==> src/rtl/fpmul_pkg.sv <==
package fpmul_pkg;
  localparam int EW     = 8;
  localparam int FW     = 23;
  localparam int DW     = 1 + EW + FW;
  localparam int MW     = FW + 1;
  localparam int PW     = 2 * MW;
  localparam int XW     = EW + 4;
  localparam int LZW    = $clog2(PW + 1);
  localparam int STAGES = 4;
  localparam int BIAS   = (1 << (EW - 1)) - 1;
  localparam int EMAX   = (1 << EW) - 1;

  localparam logic signed [XW-1:0] X_ONE  = XW'(1);
  localparam logic signed [XW-1:0] X_BIAS = XW'(BIAS);
  localparam logic signed [XW-1:0] X_EMAX = XW'(EMAX);
  localparam logic signed [XW-1:0] X_PW   = XW'(PW);

  localparam logic [DW-1:0] QNAN = {1'b0, {EW{1'b1}}, 1'b1, {(FW-1){1'b0}}};

  typedef struct packed {
    logic                 sgn;
    logic                 spc;
    logic [DW-1:0]        spc_val;
    logic signed [XW-1:0] exp;
    logic [MW-1:0]        ma;
    logic [MW-1:0]        mb;
  } dec_t;

  typedef struct packed {
    logic                 sgn;
    logic                 spc;
    logic [DW-1:0]        spc_val;
    logic signed [XW-1:0] exp;
    logic [PW-1:0]        prod;
  } mul_t;

  typedef struct packed {
    logic          sgn;
    logic          spc;
    logic [DW-1:0] spc_val;
    logic          ovf;
    logic [EW-1:0] efield;
    logic [MW-1:0] mant;
    logic          grd;
    logic          stk;
  } nrm_t;
endpackage

==> src/rtl/fpmul_decode.sv <==
module fpmul_decode
  import fpmul_pkg::*;
(
  input  logic [DW-1:0] a,
  input  logic [DW-1:0] b,
  output dec_t          d
);
  logic [DW-1:0] op [2];
  logic [1:0]    sgn, is_zero, is_inf, is_nan;
  logic [EW-1:0] eeff [2];
  logic [MW-1:0] sig [2];

  assign op[0] = a;
  assign op[1] = b;

  for (genvar i = 0; i < 2; i++) begin : g_op
    logic [EW-1:0] ex;
    logic [FW-1:0] fr;
    assign ex         = op[i][DW-2 -: EW];
    assign fr         = op[i][FW-1:0];
    assign sgn[i]     = op[i][DW-1];
    assign is_zero[i] = (ex == '0) && (fr == '0);
    assign is_inf[i]  = (&ex) && (fr == '0);
    assign is_nan[i]  = (&ex) && (fr != '0);
    // subnormal: no hidden bit, exponent treated as 1
    assign eeff[i]    = (ex == '0) ? {{(EW-1){1'b0}}, 1'b1} : ex;
    assign sig[i]     = {(ex != '0), fr};
  end

  always_comb begin
    d.sgn = sgn[0] ^ sgn[1];
    d.ma  = sig[0];
    d.mb  = sig[1];
    d.exp = $signed({{(XW-EW){1'b0}}, eeff[0]}) +
            $signed({{(XW-EW){1'b0}}, eeff[1]}) - X_BIAS;
    d.spc     = 1'b1;
    d.spc_val = QNAN;
    if (|is_nan) begin
      d.spc_val = QNAN;
    end else if ((is_inf[0] && is_zero[1]) || (is_zero[0] && is_inf[1])) begin
      d.spc_val = QNAN;
    end else if (|is_inf) begin
      d.spc_val = {d.sgn, {EW{1'b1}}, {FW{1'b0}}};
    end else if (|is_zero) begin
      d.spc_val = {d.sgn, {(DW-1){1'b0}}};
    end else begin
      d.spc = 1'b0;
    end
  end
endmodule

==> src/rtl/fpmul_norm.sv <==
module fpmul_norm
  import fpmul_pkg::*;
(
  input  mul_t m,
  output nrm_t n
);
  logic [LZW-1:0]       lz;
  logic                 found;
  logic [PW-1:0]        nsh, den, mask;
  logic signed [XW-1:0] e, sh;
  logic                 drop;

  always_comb begin
    lz    = '0;
    found = 1'b0;
    for (int i = PW - 1; i >= 0; i--) begin
      if (!found && m.prod[i]) found = 1'b1;
      else if (!found)         lz = lz + 1'b1;
    end
  end

  always_comb begin
    nsh  = m.prod << lz;
    // leading one now at top bit: value in [2,4) of the pre-shift scale
    e    = m.exp + X_ONE - $signed({{(XW-LZW){1'b0}}, lz});
    sh   = X_ONE - e;
    den  = '0;
    mask = '1;
    drop = 1'b0;
    n.sgn     = m.sgn;
    n.spc     = m.spc;
    n.spc_val = m.spc_val;
    n.ovf     = (e >= X_EMAX);
    if (e >= X_ONE) begin
      // efield holds e-1; the hidden bit of mant adds the missing one
      n.efield = e[EW-1:0] - {{(EW-1){1'b0}}, 1'b1};
      n.mant   = nsh[PW-1 -: MW];
      n.grd    = nsh[PW-MW-1];
      n.stk    = |nsh[PW-MW-2:0];
    end else begin
      if (sh >= X_PW) begin
        den  = '0;
        drop = |nsh;
      end else begin
        den  = nsh >> sh[LZW-1:0];
        mask = ~({PW{1'b1}} << sh[LZW-1:0]);
        drop = |(nsh & mask);
      end
      n.efield = '0;
      n.mant   = den[PW-1 -: MW];
      n.grd    = den[PW-MW-1];
      n.stk    = (|den[PW-MW-2:0]) | drop;
    end
  end
endmodule

==> src/rtl/fpmul_round.sv <==
module fpmul_round
  import fpmul_pkg::*;
(
  input  nrm_t          n,
  output logic [DW-1:0] res
);
  logic              inc;
  logic [EW+FW-1:0]  body;

  always_comb begin
    inc  = n.grd & (n.stk | n.mant[0]);
    // carries out of the fraction fall into the exponent field
    body = {n.efield, {FW{1'b0}}} + {{(EW-1){1'b0}}, n.mant} +
           {{(EW+FW-1){1'b0}}, inc};
    if (n.spc)      res = n.spc_val;
    else if (n.ovf) res = {n.sgn, {EW{1'b1}}, {FW{1'b0}}};
    else            res = {n.sgn, body};
  end
endmodule

==> src/rtl/fpmul_pipe.sv <==
module fpmul_pipe
  import fpmul_pkg::*;
(
  input  logic          clk,
  input  logic          rst_n,
  input  logic          in_valid,
  input  logic [DW-1:0] a,
  input  logic [DW-1:0] b,
  output logic          out_valid,
  output logic [DW-1:0] result
);
  logic [STAGES-1:0] vld_q, vld_d;
  dec_t          s1_d, s1_q;
  mul_t          s2_d, s2_q;
  nrm_t          s3_d, s3_q;
  logic [DW-1:0] s4_d, s4_q;

  fpmul_decode u_dec (.a(a), .b(b), .d(s1_d));

  always_comb begin
    s2_d.sgn     = s1_q.sgn;
    s2_d.spc     = s1_q.spc;
    s2_d.spc_val = s1_q.spc_val;
    s2_d.exp     = s1_q.exp;
    s2_d.prod    = {{MW{1'b0}}, s1_q.ma} * {{MW{1'b0}}, s1_q.mb};
  end

  fpmul_norm  u_nrm (.m(s2_q), .n(s3_d));
  fpmul_round u_rnd (.n(s3_q), .res(s4_d));

  always_comb vld_d = {vld_q[STAGES-2:0], in_valid};

  always_ff @(posedge clk or negedge rst_n) begin
    if (!rst_n) vld_q <= '0;
    else        vld_q <= vld_d;
  end

  always_ff @(posedge clk) begin
    if (in_valid) s1_q <= s1_d;
    if (vld_q[0]) s2_q <= s2_d;
    if (vld_q[1]) s3_q <= s3_d;
    if (vld_q[2]) s4_q <= s4_d;
  end

  assign out_valid = vld_q[STAGES-1];
  assign result    = s4_q;
endmodule

==> config.mk <==
export PLATFORM = sky130hd
export DESIGN_NAME = fpmul_pipe
export DESIGN_NICKNAME = d
export VERILOG_FILES = /design/src/rtl/fpmul_pkg.sv /design/src/rtl/fpmul_decode.sv /design/src/rtl/fpmul_norm.sv /design/src/rtl/fpmul_round.sv /design/src/rtl/fpmul_pipe.sv
export SDC_FILE = /design/constraint.sdc
export NUM_CORES = 2
export LEC_CHECK = 0
export ABC_AREA = 1
export ABC_CLOCK_PERIOD_IN_PS = 46500
export BUFFER_PORTS_ARGS = -buffer_cell sky130_fd_sc_hd__buf_4
export CORE_MARGIN = 5
export CORE_UTILIZATION = 53
export DETAILED_ROUTE_END_ITERATION = 10
export HOLD_SLACK_MARGIN = 0.02
export PLACE_DENSITY_LB_ADDON = 0.15
export SLEW_MARGIN = 40
export SYNTH_ARGS = -nofsm -noshare
export SYNTH_HDL_FRONTEND = slang
export SYNTH_SLANG_ARGS = --single-unit
==> constraint.sdc <==
create_clock -name clk -period 46.5 [get_ports clk]
set_clock_uncertainty 0.15 [all_clocks]
set_input_delay 6.975 -clock clk [delete_from_list [all_inputs] [get_ports clk]]
set_output_delay 6.975 -clock clk [all_outputs]
set_load 0.02 [all_outputs]
==> results by group <==
Status
  – Status: finished, final reports clean

Min path
  – Hold path cells: 0
  – Min-Delay Path Class: register to register
  – Hold Startpoint: vld_q[2]
  – Hold Path End: vld_q[3]

Synth
  – Distinct cells, synth: 69
  – Avg Cell Area, Syn: 7.17 sq um
  – YS warnings: 0
  – Synthesized netlist cell count: 5,546
  – Netlist Area Pre-Place: 39,800 sq um
  – Synth async-reset ratio: 0.0194
  – Number of synthesized register bits: 206
  – Syn nets: 6,353
  – Number of synthesized flops with an enable pin: 202
  – Sequential share of the synthesized area: 0.155
  – Main synth FF type: edfxtp_1

Timing
  – Setup TNS: 0 ns
  – Peak Freq: 0.0296 GHz
  – Slew Viols, Final: 0
  – RSZ-0062 raised after global routing: false
  – Tmin final: 33.76 ns
  – Max transition margin: 0.453
  – Worst slew pin tran: 0.816 ns
  – Final hold violations: 0
  – Final clock period utilization by the worst path: 0.726
  – Final setup viols: 0

Drt
  – 1st-pass router iterations: 6
  – Vias: 34,700
  – DRC Markers: 0
  – DR iter-0 viols: 2,539
  – Vias/cell: 5.32
  – Routed Antenna Nets: 0
  – Average routed wire per standard cell: 16.0 microns
  – Final wirelength: 104 mm

Die
  – Core ar.: 74,400 sq um
  – DIE AREA: 80,600 sq um
  – Row cnt: 100
  – Initial Util: 0.534
  – Die Span X: 284 microns
  – Die Y: 284 microns
  – IO Count: 100

Clock network
  – Worst skew pair latency: 0.57 ns
  – CTS Buffer Depth: 3
  – H-Tree Depth: 1
  – Number of hold buffers added after cts: 0
  – CTS root buf: clkbuf_16
  – Reg clk slew, reported paths: 0.06 ns
  – CTS tree: done
  – Total clock sinks: 206
  – CTS Buf Count: 26
  – PostCTS Resize Cnt: 0
  – Post-CTS Repair Setup Buffers: 0

Finish
  – Layout cell share with drive strength beyond 1: 0.0732
  – Ant. Diodes: 0
  – Commonest cells after routing, fill and taps aside: nand2_1 (1,693), inv_1 (1,074), fa_1 (484), nand3_1 (442), nor2_1 (285)
  – Commonest non-fill, non-tap cell in the layout: nand2_1
  – FILL cells: 7,127
  – Final net count: 6,331
  – Syn-to-layout area delta: 5.18%

Place
  – Detailed Place HPWL: 83.1 mm
  – GP Congestion: 0.986
  – I/O Buffers: 99

Critical path
  – Startpoint Class: register
  – WP data required: 46.74 ns
  – Largest stage delay, worst path: 0.77 ns
  – Arr. time, crit path: 34.00 ns
  – Internal reg-to-reg setup slack: 12.74 ns
  – Worst setup EP type: register
  – Slowest CP cell: nand2_4
  – Crit path kind: register to register
  – Crit Reg-Reg Endpoint: s3_q[2]
  – Crit Path Max Fanout: 54
  – Most used cell, CP: ha_1
  – FF-to-FF path depth: 202
  – R2r startpoint: s2_q[46]

Global route
  – Number of global-route vias before repair: 33,800
  – Largest net degree at the start of global routing: 71
  – Initial antenna violation count: 0
  – Grt total ovfl: 0
  – First-pass GRT wire length: 172 mm
  – Total Routing Usage GR: 0.257

Run
  – MaxCap Viol Count: 0
-- sequential cells by signal, indices dropped and copies added (netlist names) --
register / cells
s3_q: 40
s1_q: 65
s2_q: 65
vld_q: 4
result: 32
-- cells in the mapped netlist (19+ instances only) --
master    instances  area share
fa_1            484        0.24
ha_1            256       0.081
nor2_2           25      0.0039
o21ai_0          97       0.012
edfxtp_1        202        0.15
nor2_4           25      0.0071
nor4_1           30      0.0047
nor3_1           52      0.0065
buf_4            38      0.0072
o21ai_1          95       0.012
inv_2            68      0.0064
clkbuf_1        117       0.011
nand4_1          58      0.0091
xor2_1           79       0.017
nor2_1          286       0.027
xnor2_1          37      0.0081
nand3_1         442       0.056
nand2_1        1693        0.16
a21oi_1         121       0.015
o22ai_1          19      0.0030
inv_1          1074        0.10
buf_6            21      0.0059
nand2_2          24      0.0038
-- stage by stage --
step           hold slack [ns]  cells  utilization  setup slack, ns  instance area [sq um]
2_1_floorplan            0.250   5546            -            17.35                  39800
3_3_place_gp             0.207   6457        0.548            14.26                  40800
3_5_place_dp             0.211   6465        0.550            13.00                  40900
4_1_cts                  0.226   6513        0.562            12.92                  41800
5_1_grt                  0.246   6513        0.562             9.27                  41800
6_report                 0.223   6513        0.562            12.74                  41800
-- worst max-delay path: cells and delay by family, from the launching register on --
family                   cells  cell delay (ns)
adder cells (fa/ha/maj)     48            13.89
AO/OA/AOI/OAI               58             9.17
AND/OR/NAND/NOR             53             6.05
buffers and inverters       37             3.09
multiplexers                 6             0.72
flip-flops                   1             0.43
-- cells by family (layout without fill, tap and decap cells) --
kind of cell / count (synthesis) / count (layout) / synth area share
simple gates: 2691 / 2691 / 0.291
flops: 206 / 206 / 0.155
compound gates: 411 / 411 / 0.0583
mux: 6 / 6 / 0.00151
fa+ha+maj: 740 / 740 / 0.324
buf+inv: 1376 / 1374 / 0.144
xor+xnor: 116 / 116 / 0.0255
-- metal layers --
| metal | part of all wire | wire, microns | global-route usage | up-vias |
|---|---|---|---|---|
| met3 | 0.063 | 6610 | 0.0320 | 211 |
| met2 | 0.47 | 49500 | 0.438 | 1089 |
| met4 | 0.028 | 2960 | 0.0668 | 0 |
| met1 | 0.43 | 45300 | 0.350 | 16400 |
| met5 | 0 | 0 | 0 | - |
| li1 | - | - | - | 17000 |
-- how the worst max path moves through the flow --
stage | slack [ns] | startpoint | cells past startpoint | to
2_1_floorplan | 17.35 | s2_q[46] | 205 | s3_q[10]
4_1_cts | 12.92 | s2_q[46] | 202 | s3_q[2]
3_5_place_dp | 13.00 | s2_q[46] | 202 | s3_q[2]
3_3_place_gp | 14.26 | s2_q[46] | 202 | s3_q[2]
5_1_grt | 9.27 | s2_q[46] | 202 | s3_q[4]
6_report | 12.74 | s2_q[46] | 202 | s3_q[2]
-- layout make-up --
type                       count  area [sq um]  area share
tap                          969          1210      0.0290
sequential                   206          6170       0.147
multi-input combinational   3964         27900       0.666
timing repair buffer         165          1280      0.0306
clock inverter                19           216     0.00517
clock buffer                  29           682      0.0163
inverter                    1161          4400       0.105
Power is left out: the tool's default activity adds up to more than one toggle a clock period on the data nets, which glitch-free logic cannot reach.
